[src/rtl/vcrc32_pkg.sv]
// Package: vcrc32_pkg
// Shared constants for the variable-width CRC-32 accumulator.
// Assumes bytes are 8 bits and the bus carries a whole number of bytes.
package vcrc32_pkg;
    localparam int unsigned BYTE_W       = 8;
    localparam int unsigned CRC_W        = 32;
    localparam logic [31:0] POLY_CRC32   = 32'h04C1_1DB7;
    localparam logic [31:0] PRESET_CRC32 = 32'hFFFF_FFFF;
endpackage

[src/rtl/vcrc32_lane_mask.sv]
// Module: vcrc32_lane_mask
// Turns the width code into a per-byte enable vector. Lane i covers
// data bits [8i+7:8i]. The top lane is always enabled and lower lanes
// are enabled downward as the code grows.
// Assumes LANES is a power of two and CODE_W = log2(LANES).
module vcrc32_lane_mask #(
    parameter int unsigned LANES  = 8,
    parameter int unsigned CODE_W = $clog2(LANES)
) (
    input  logic [CODE_W-1:0] width_code,
    output logic [LANES-1:0]  lane_en
);
    // Decode: lane i is enabled when its distance from the top is <= code.
    for (genvar i = 0; i < LANES; i++) begin : g_lane
        localparam int unsigned DIST = LANES - 1 - i;
        assign lane_en[i] = (DIST[CODE_W-1:0] <= width_code);
    end
endmodule

[src/rtl/vcrc32_byte_step.sv]
// Module: vcrc32_byte_step
// Combinational update of a CRC register by one byte, MSB first and
// non-reflected. The byte is XORed into the top of the register and then
// shifted through BYTE_W single-bit steps.
// Assumes CRC_W >= BYTE_W.
module vcrc32_byte_step #(
    parameter int unsigned         CRC_W  = 32,
    parameter int unsigned         BYTE_W = 8,
    parameter logic [CRC_W-1:0]    POLY   = 32'h04C1_1DB7
) (
    input  logic [CRC_W-1:0]  crc_in,
    input  logic [BYTE_W-1:0] byte_in,
    output logic [CRC_W-1:0]  crc_out
);
    localparam int unsigned LOW_W = CRC_W - BYTE_W;

    logic [CRC_W-1:0] bit_chain [BYTE_W+1];

    // Seed: merge the byte into the top of the register.
    assign bit_chain[0] = crc_in ^ {byte_in, {LOW_W{1'b0}}};

    // Shift chain: one LFSR step per bit.
    for (genvar b = 0; b < BYTE_W; b++) begin : g_bit
        assign bit_chain[b+1] = bit_chain[b][CRC_W-1]
                              ? ({bit_chain[b][CRC_W-2:0], 1'b0} ^ POLY)
                              :  {bit_chain[b][CRC_W-2:0], 1'b0};
    end

    assign crc_out = bit_chain[BYTE_W];
endmodule

[src/rtl/vcrc32_fold.sv]
// Module: vcrc32_fold
// Folds the enabled byte lanes of a wide word into a CRC seed, starting
// at the top lane and moving down. A disabled lane passes the running
// value through unchanged.
// Assumes the enabled lanes are contiguous from the top, as the lane
// mask produces them.
module vcrc32_fold #(
    parameter int unsigned      LANES  = 8,
    parameter int unsigned      BYTE_W = 8,
    parameter int unsigned      CRC_W  = 32,
    parameter logic [CRC_W-1:0] POLY   = 32'h04C1_1DB7,
    parameter int unsigned      DATA_W = LANES * BYTE_W
) (
    input  logic [CRC_W-1:0]  seed,
    input  logic [DATA_W-1:0] data,
    input  logic [LANES-1:0]  lane_en,
    output logic [CRC_W-1:0]  folded
);
    logic [CRC_W-1:0] stage [LANES+1];

    assign stage[0] = seed;

    // Lane chain: stage k handles lane LANES-1-k, the most significant first.
    for (genvar k = 0; k < LANES; k++) begin : g_stage
        localparam int unsigned LANE = LANES - 1 - k;
        logic [CRC_W-1:0] stepped;

        vcrc32_byte_step #(
            .CRC_W  (CRC_W),
            .BYTE_W (BYTE_W),
            .POLY   (POLY)
        ) u_step (
            .crc_in  (stage[k]),
            .byte_in (data[LANE*BYTE_W +: BYTE_W]),
            .crc_out (stepped)
        );

        assign stage[k+1] = lane_en[LANE] ? stepped : stage[k];
    end

    assign folded = stage[LANES];
endmodule

[src/rtl/vcrc32_engine.sv]
// Module: vcrc32_engine
// Variable-width CRC-32 accumulator. Per cycle it absorbs 1..LANES bytes
// packed at the top of data_in, as chosen by width_code and qualified by
// data_vld. crc_out is the raw register; the user complements it.
// Priority: reset, then power-down (freeze), then initialise (reseed),
// then data. Assumes one clock domain and a synchronous active-low reset.
module vcrc32_engine #(
    parameter int unsigned   DATA_W   = 64,
    parameter logic [31:0]   POLY     = vcrc32_pkg::POLY_CRC32,
    parameter logic [31:0]   INIT_VAL = vcrc32_pkg::PRESET_CRC32,
    parameter int unsigned   LANES    = DATA_W / vcrc32_pkg::BYTE_W,
    parameter int unsigned   CODE_W   = $clog2(LANES)
) (
    input  logic              clk,
    input  logic              rst_n,
    input  logic              pwr_dn,
    input  logic              crc_init,
    input  logic              data_vld,
    input  logic [CODE_W-1:0] width_code,
    input  logic [DATA_W-1:0] data_in,
    output logic [31:0]       crc_out
);
    import vcrc32_pkg::*;

    logic [CRC_W-1:0] crc_q;
    logic [CRC_W-1:0] seed;
    logic [CRC_W-1:0] folded;
    logic [CRC_W-1:0] crc_d;
    logic [LANES-1:0] lane_en;
    logic             load_en;

    vcrc32_lane_mask #(
        .LANES  (LANES),
        .CODE_W (CODE_W)
    ) u_mask (
        .width_code (width_code),
        .lane_en    (lane_en)
    );

    // Seed select: initialise restarts from the preset this cycle.
    always_comb seed = crc_init ? INIT_VAL : crc_q;

    vcrc32_fold #(
        .LANES  (LANES),
        .BYTE_W (BYTE_W),
        .CRC_W  (CRC_W),
        .POLY   (POLY),
        .DATA_W (DATA_W)
    ) u_fold (
        .seed    (seed),
        .data    (data_in),
        .lane_en (lane_en),
        .folded  (folded)
    );

    // Next value: fold the data only when it is qualified.
    always_comb crc_d = data_vld ? folded : seed;

    // Load enable: any request while the engine is powered.
    always_comb load_en = ~pwr_dn & (crc_init | data_vld);

    // CRC register: reset wins, otherwise load on request.
    always_ff @(posedge clk) begin
        if (!rst_n)
            crc_q <= INIT_VAL;
        else if (load_en)
            crc_q <= crc_d;
    end

    assign crc_out = crc_q;
endmodule

[config.mk]
export PLATFORM = sky130hd
export DESIGN_NAME = vcrc32_engine
export DESIGN_NICKNAME = d
export VERILOG_FILES = /design/src/rtl/vcrc32_pkg.sv /design/src/rtl/vcrc32_lane_mask.sv /design/src/rtl/vcrc32_byte_step.sv /design/src/rtl/vcrc32_fold.sv /design/src/rtl/vcrc32_engine.sv
export SDC_FILE = /design/constraint.sdc
export NUM_CORES = 1
export LEC_CHECK = 0
export BUFFER_PORTS_ARGS = -buffer_cell sky130_fd_sc_hd__buf_2
export CAP_MARGIN = 20
export CORE_ASPECT_RATIO = 0.7
export CORE_UTILIZATION = 35
export DETAILED_ROUTE_END_ITERATION = 8
export SLEW_MARGIN = 20
export SYNTH_ARGS = -nofsm -noshare
export SYNTH_HDL_FRONTEND = slang
export SYNTH_SLANG_ARGS = --single-unit
[constraint.sdc]
create_clock -name clk -period 17.3 [get_ports clk]
set_clock_uncertainty 0.2 [all_clocks]
set_input_delay 0.865 -clock clk [delete_from_list [all_inputs] [get_ports clk]]
set_output_delay 0.865 -clock clk [all_outputs]
set_load 0.02 [all_outputs]
; ---- After elaboration in Yosys (flattened, before gate mapping)
; Cells that the tools add are included.
[word_totals]
rom_bits = 0
ramBits = 0
reg_bits = 32
memories = 0
output_inout_bits = 32
latch_bits = 0
elab_cells = 158
[classes]
shifts = 0
magnitude_cmp = 8
reduce_logical = 0
mul = 0
n_eq_ne = 0
bitwise = 75
n_div = 0
mux = 74
n_addsub = 0
[op_table]
columns = cell, count
row1 = 2-to-1 mux 27 bit, 64
row2 = inverter 14 bit, 64
row3 = 2-to-1 mux 32 bit, 10
row4 = XOR 32 bit, 8
row5 = <= comparator 3 bit (first input constant), 4
row6 = <= comparator 1 x 3 -> 1 bit (first input constant), 2
row7 = <= comparator 2 x 3 -> 1 bit (first input constant), 2
row8 = AND 1 bit, 1
row9 = inverter 1 bit, 1
row10 = OR 1 bit, 1

; ---- Logic depth before layout (Yosys ltp)
; Gate-level depths: netlist of run 1.
[logic_depth]
depth_word = 146
ltp_mapped = 36
mapped_depth_nobuf = 28

; ---- Cells and area by module
; From an unflattened synthesis of run 1, not the netlist that was laid out.
[unflattened]
hier_cells = 1416
area_unflattened_um2 = 14533.9
[modules_own_cells]
columns = mod, cells_each, seq_area_each_um2, n_inst, area_per_inst_um2
row1 = vcrc32_byte_step, 68, 0.0, 8, 1014.7
row2 = vcrc32_fold, 683, 0.0, 1, 4650.7
row3 = vcrc32_engine, 180, 640.6, 1, 1706.6
row4 = vcrc32_lane_mask, 9, 0.0, 1, 58.8

; ---- Least setup slack after synthesis of run 1
; OpenSTA, ideal clock, no wires.
[synth_path]
path_type = input port to flip-flop
startpoint = in crc_init
endpoint = reg crc_q[16], in the netlist crc_out[16]
t_arrival_ns = 9.398
n_path_buf = 4
path_slack_ns = 7.607
cell_stages = 31
cell_sequence = buf_2 > buf_6 > buf_6 > buf_6 > o21ai_0 > nand2_2 > xnor3_1 > and3_1 > o31ai_4 > xor2_4 > xnor2_1 > mux2i_4 > xor2_4 > xor3_2 > and4_1 > a2111oi_4 > xor2_2 > xor2_2 > and4_1 > a2111oi_2 > nand2_1 > xnor2_2 > a221oi_2 > xor2_1 > xnor2_2 > xor2_1 > a211oi_4 > xor2_4 > xnor2_2 > xnor3_1 > a221oi_1
[synth_between]
elab_chain_len = 98
[synth_lines]
columns = element, line_no
row1 = "start, declared", vcrc32_engine.sv:17  ; input logic crc_init,
row2 = 2-to-1 mux 32 bit, vcrc32_engine.sv:41  ; always_comb seed = crc_init ? INIT_VAL : crc_q;
row3 = XOR 32 bit, vcrc32_byte_step.sv:20  ; assign bit_chain[0] = crc_in ^ {byte_in, {LOW_W{1'b0}}};
row4 = 2-to-1 mux 27 bit or inverter 14 bit (tied branches), n/a
row5 = 2-to-1 mux 27 bit, vcrc32_byte_step.sv:25  ; ? ({bit_chain[b][CRC_W-2:0], 1'b0} ^ POLY)
row6 = 2-to-1 mux 27 bit or inverter 14 bit (tied branches), n/a
row7 = 2-to-1 mux 27 bit (2 in series), vcrc32_byte_step.sv:25
row8 = inverter 14 bit (no source line) or 2-to-1 mux 27 bit (tied branches), n/a
row9 = 2-to-1 mux 27 bit, vcrc32_byte_step.sv:25
row10 = (+81 left out), n/a
row11 = 2-to-1 mux 27 bit or 2-to-1 mux 32 bit (tied branches), "vcrc32_byte_step.sv:25, vcrc32_fold.sv:38"
row12 = 2-to-1 mux 27 bit or XOR 32 bit (tied branches), "vcrc32_byte_step.sv:25, vcrc32_byte_step.sv:20"
row13 = 2-to-1 mux 27 bit, vcrc32_byte_step.sv:25
row14 = 2-to-1 mux 27 bit or inverter 14 bit (tied branches), n/a
row15 = inverter 14 bit (no source line) or 2-to-1 mux 27 bit (tied branches), n/a
row16 = 2-to-1 mux 27 bit, vcrc32_byte_step.sv:25
row17 = 2-to-1 mux 32 bit, vcrc32_fold.sv:38  ; assign stage[k+1] = lane_en[LANE] ? stepped : stage[k];
row18 = 2-to-1 mux 32 bit, vcrc32_engine.sv:57  ; always_comb crc_d = data_vld ? folded : seed;
row19 = "end signal, assigned", vcrc32_engine.sv:67  ; crc_q <= crc_d;
row20 = "end, declared", vcrc32_engine.sv:25  ; logic [CRC_W-1:0] crc_q;
; Several ways; a longest one is shown, not always the timed one.
; A chain may end at the register's enable or synchronous reset.

; ---- Final worst setup path of run 1
; Same ends and word-level chain as after synthesis.

==> flow_metrics.env, run 1 <==
export IMPL_wl_met1_um=23900
export IMPL_ant_nets=0
export IMPL_cts_tree="yes"
export IMPL_setup_worst_path_end_class="register"
export IMPL_gp_congestion=0.957
export IMPL_crit_slowest_cell="a2111oi_2"
export IMPL_cts_sinks=32
export IMPL_ys_types=102
export IMPL_fin_crit_ps=12600
export IMPL_r2r_slack_ps=5230
export IMPL_hold_start="crc_out[11]"
export IMPL_wl_met3_um=5630
export IMPL_final_nets=1704
export IMPL_gr_total_overflow=0
export IMPL_grt_max_degree=63
export IMPL_die_w_um=232
export IMPL_num_vias=12400
export IMPL_hold_violations=0
export IMPL_largest_register_ffs=32
export IMPL_status="complete, no violations"
export IMPL_r2r_cells=27
export IMPL_cp_start_kind="input port"
export IMPL_worstReg2RegEnd="crc_out[16]"
export IMPL_clk_path_buf_depth=2
export IMPL_clk_latency_ps=290
export IMPL_drt_first_iter_violations=1539
export IMPL_htreeDepth=2
export IMPL_crit_top_cell="xnor2_2"
export IMPL_synthArstFlopShare=0
export IMPL_hold_class="reg -> reg"
export IMPL_fp_dieH_um=163
export IMPL_cts_resized=0
export IMPL_groute_usage_overall=0.257
export IMPL_fin_crit_sh=0.728
export IMPL_avgSynthCellArea_um2=8.11
export IMPL_synth_seq_area_share=0.0494
export IMPL_cts_made_buffers=5
export IMPL_crit_required_ps=17290
export IMPL_drt_pass1_iterations=6
export IMPL_r2r_start="crc_out[29]"
export IMPL_postCtsHoldBufs=0
export IMPL_clkTransAtPathRegs_ps=60
export IMPL_worst_setup_path_type="in -> reg"
export IMPL_n_antenna_cell=0
export IMPL_num_fill_cells=3729
export IMPL_rows=58
export IMPL_ys_ff_latch=32
export IMPL_port_buffers=103
export IMPL_core_area_um2=36200
export IMPL_cts_setup_buffers=0
export IMPL_setup_tns_ps=0
export IMPL_worst_pin_slew_ps=1050
export IMPL_synthCells=1600
export IMPL_drive_above_1_share=0.143
export IMPL_hpwl_um=40300
export IMPL_initial_utilization=0.358
export IMPL_setup_viol=0
export IMPL_syn_nets=1672
export IMPL_drv_slew=0
export IMPL_slew_headroom=0.296
export IMPL_clock_fmax_mhz=79.4
export IMPL_top_layer="met4"
export IMPL_crit_arrival_ps=12590
export IMPL_antenna_found_initial=0
export IMPL_root_buffer="clkbuf_16"
export IMPL_grt_pass1_wl_um=73600
export IMPL_synth_area_um2=13000
export IMPL_post_route_drc_count=0
export IMPL_floorplan_die_area_um2=37800
export IMPL_min_to="crc_out[11]"
export IMPL_hold_path_cell_count=2
export IMPL_wl_met2_um=19600
export IMPL_routed_wl_um=49500
export IMPL_post_drt_via_cell_ratio=5.88
export IMPL_critical_path_max_fanout=54
export IMPL_route_detailed_wl_per_inst_um=23.4
export IMPL_grt_pass1_vias=11500
export IMPL_cp_slowest_stage_delay_ps=770
export IMPL_yosys_warnings=0
export IMPL_io_pins=104
export IMPL_area_growth_pct=7.68
export IMPL_drv_cap=0
export IMPL_synthFlopType="dfxtp_1"
export IMPL_rsz0062_at_grt="false"
export IMPL_synth_edf_count=0
[cells by family (layout without fill, tap and decap cells)]
logic type / Yosys count / count (layout) / synth area share
AOI/OAI and AO/OA: 357 / 357 / 0.190
xor gates and xnor gates: 564 / 564 / 0.495
buffers and inverters: 103 / 136 / 0.0357
DFF: 32 / 32 / 0.0494
muxes: 59 / 59 / 0.0492
and+or+nand+nor: 485 / 485 / 0.181
[placed cells by master, fill, tap and decap left out, types with 13 or more instances in the layout]
cell type / instances
a211oi_1: 24
a21oi_1: 102
a31oi_1: 13
and2_1: 15
and3_1: 17
buf_2: 103
buf_4: 17
dfxtp_1: 32
mux2i_1: 43
nand2_1: 105
nand3_1: 35
nand4_1: 14
nor2_1: 176
nor3_1: 36
o211ai_1: 22
o21ai_0: 61
or3_1: 13
xnor2_1: 316
xnor2_2: 15
xnor3_1: 69
xor2_1: 132
xor2_2: 13
[worst max-delay path by stage]
stage | to | depth (start not counted) | start | slack (ps)
floorplan | crc_out[16] | 31 | crc_init | 7610
global placement | crc_out[16] | 27 | crc_init | 5060
detailed placement | crc_out[16] | 27 | crc_init | 4760
CTS | crc_out[16] | 28 | crc_init | 5010
global route | crc_out[16] | 28 | crc_init | 4190
finish | crc_out[16] | 28 | crc_init | 4700
[cells in the mapped netlist (24+ instances only)]
master,count,area (um^2)
mux2i_1,43,430
xor2_1,132,1160
a211oi_1,24,180
nor2_1,180,676
o21ai_0,62,310
xnor2_1,316,2770
xnor3_1,69,1550
dfxtp_1,32,641
a21oi_1,103,515
nand3_1,35,175
nor3_1,36,180
nand2_1,105,394
clkbuf_1,52,195
[per-stage QoR]
stage	instance area [um^2]	setup slack, ps	hold WS (ps)	utilization	cells
after detailed placement	13800	4760	331	0.381	2105
after CTS	14000	5010	344	0.385	2113
after global placement	13800	5060	334	0.381	2105
after floorplan	13000	7610	370	-	1600
after global routing	14000	4190	375	0.386	2113
final	14000	4700	351	0.386	2113
[layer usage]
metal	vias to the layer above	track usage
met5	-	0
met4	0	0.0278
met3	33	0.0585
met2	678	0.359
met1	6013	0.403
li1	5707	-
[critical path, delay by kind of cell]
kind | cells | cell delay (ps)
AND/OR/NAND/NOR | 7 | 2440
AO/OA/AOI/OAI | 10 | 4920
buffers and inverters | 2 | 990
XOR/XNOR | 9 | 3310
[final cells by class]
class                      count  area [um^2]  area share
inverter                       8         30.0     0.00215
timing repair buffer         120          643      0.0460
multi-input combinational   1465        11900       0.852
clock inverter                 2         10.0    0.000717
sequential                    32          641      0.0459
clock buffer                   6          139     0.00994
tap                          480          601      0.0430
Power of run 1 is not shown: default switching activity piles up to over one toggle a cycle in this logic, so the estimate is an artifact.
==> inputs of run 2 (changes only) <==
==> constraint.sdc (replaced) <==
create_clock -name clk -period 13.2 [get_ports clk]
set_clock_uncertainty 0.2 [all_clocks]
set_input_delay 0.66 -clock clk [delete_from_list [all_inputs] [get_ports clk]]
set_output_delay 0.66 -clock clk [all_outputs]
set_load 0.02 [all_outputs]
==> run 2 against run 1 <==
  * Critical path depth down 1
  * Wire length is essentially flat
  * Worst hold slack got worse by 20 ps
  * Non-clock buffer count is 1 higher
  * Core utilization hardly changed
  * Critical path type unchanged
==> flow_metrics.env, run 2 (synthesis results as in run 1) <==
export IMPL_drive_above_1_share=0.143
export IMPL_crit_required_ps=13200
export IMPL_wl_met1_um=23400
export IMPL_gr_total_overflow=0
export IMPL_clkTransAtPathRegs_ps=50
export IMPL_num_vias=12300
export IMPL_ant_nets=0
export IMPL_gp_congestion=0.987
export IMPL_fp_dieH_um=163
export IMPL_fin_hold_ws_ps=331
export IMPL_worst_pin_slew_ps=1160
export IMPL_setup_viol=0
export IMPL_port_buffers=103
export IMPL_drv_cap=0
export IMPL_cts_sinks=32
export IMPL_final_cell_mix="xnor2_1, nor2_1, xor2_1, nand2_1, buf_2"
export IMPL_cp_start_kind="input port"
export IMPL_hpwl_um=40700
export IMPL_wl_met3_um=6170
export IMPL_num_fill_cells=3746
export IMPL_n_antenna_cell=0
export IMPL_fin_crit_ps=12310
export IMPL_worst_setup_path_type="in -> reg"
export IMPL_clk_latency_ps=280
export IMPL_final_nets=1705
export IMPL_cts_tree="yes"
export IMPL_hold_class="reg -> reg"
export IMPL_core_area_um2=36200
export IMPL_area_growth_pct=7.74
export IMPL_rsz0062_at_grt="false"
export IMPL_slew_headroom=0.220
export IMPL_grt_pass1_wl_um=73000
export IMPL_setup_tns_ps=0
export IMPL_final_cells=2114
export IMPL_wl_met2_um=19600
export IMPL_clk_path_buf_depth=2
export IMPL_crit_arrival_ps=12310
export IMPL_setup_worst_path_end_class="register"
export IMPL_rows=58
export IMPL_drv_slew=0
export IMPL_post_route_drc_count=0
export IMPL_largest_register_ffs=32
export IMPL_final_common_cell="xnor2_1"
export IMPL_post_drt_via_cell_ratio=5.84
export IMPL_cts_setup_buffers=0
export IMPL_drt_pass1_iterations=5
export IMPL_floorplan_die_area_um2=37800
export IMPL_hold_violations=0
export IMPL_grt_pass1_vias=11200
export IMPL_grt_max_degree=63
export IMPL_status="complete, no violations"
export IMPL_io_pins=104
export IMPL_die_w_um=232
export IMPL_drt_first_iter_violations=1632
export IMPL_postCtsHoldBufs=0
export IMPL_root_buffer="clkbuf_16"
export IMPL_route_detailed_wl_per_inst_um=23.4
export IMPL_routed_wl_um=49500
export IMPL_top_layer="met4"
export IMPL_dp_cells=2106
export IMPL_antenna_found_initial=0
export IMPL_fin_crit_sh=0.932
export IMPL_htreeDepth=2
export IMPL_initial_utilization=0.358
export IMPL_critical_path_max_fanout=54
export IMPL_cts_resized=0
export IMPL_groute_usage_overall=0.257
export IMPL_cts_made_buffers=5
export IMPL_clock_fmax_mhz=81.3
## run 2: cell types whose count changed in the layout (fill, tap and decap cells not counted)
cell,before,now
buf_4,17,18
## run 2: cell type report
class,count,area [um^2],area share
Multi-Input combinational cell,1465,11900,0.852
Timing Repair Buffer,121,651,0.0466
Sequential cell,32,641,0.0458
Tap cell,480,601,0.0430
Clock buffer,6,139,0.00994
Inverter,8,30.0,0.00215
Clock inverter,2,10.0,0.000716
## run 2: layer usage
layer / vias up / global-route usage
met4: 0 / 0.0221
li1: 5702 / -
met1: 5915 / 0.401
met3: 21 / 0.0677
met2: 703 / 0.354
met5: - / 0
## run 2: path summary, 6_finish.rpt
check                                  from  cells past startpoint          end  slack [ps]
worst max-delay path               crc_init                     27  crc_out[10]         890
worst min-delay path            crc_out[11]                      2  crc_out[11]         330
worst max register to register  crc_out[29]                     26  crc_out[10]        1380
worst min register to register  crc_out[11]                      2  crc_out[11]         330
## run 2: through the flow
stage	util	setup WS (ps)	cell area (um^2)
after floorplan	-	3710	13000
final	0.386	893	14000
after CTS	0.386	1260	14000
after global placement	0.382	1080	13800
after detailed placement	0.382	993	13800
after global routing	0.386	314	14000
## run 2: worst max-delay path, stage by stage
cell and delay [ps]:
buf_2 700, nor2_1 120, xnor2_1 330, xnor3_1 550
xor2_1 750, nor3_1 100, and3_1 230, a2111oi_2 670
nand3_1 650, xnor2_1 490, mux2i_1 500, and3_1 340
o2111a_1 310, and2_1 410, xor2_1 670, xnor2_1 220
o21ai_2 240, xor2_1 490, xnor3_1 520, o221ai_1 550
xnor3_1 370, a21boi_1 90, xnor2_1 680, xor2_1 680
xnor2_1 330, xnor3_1 420, a32oi_1 190
Power of run 2 is left out for the same reason.
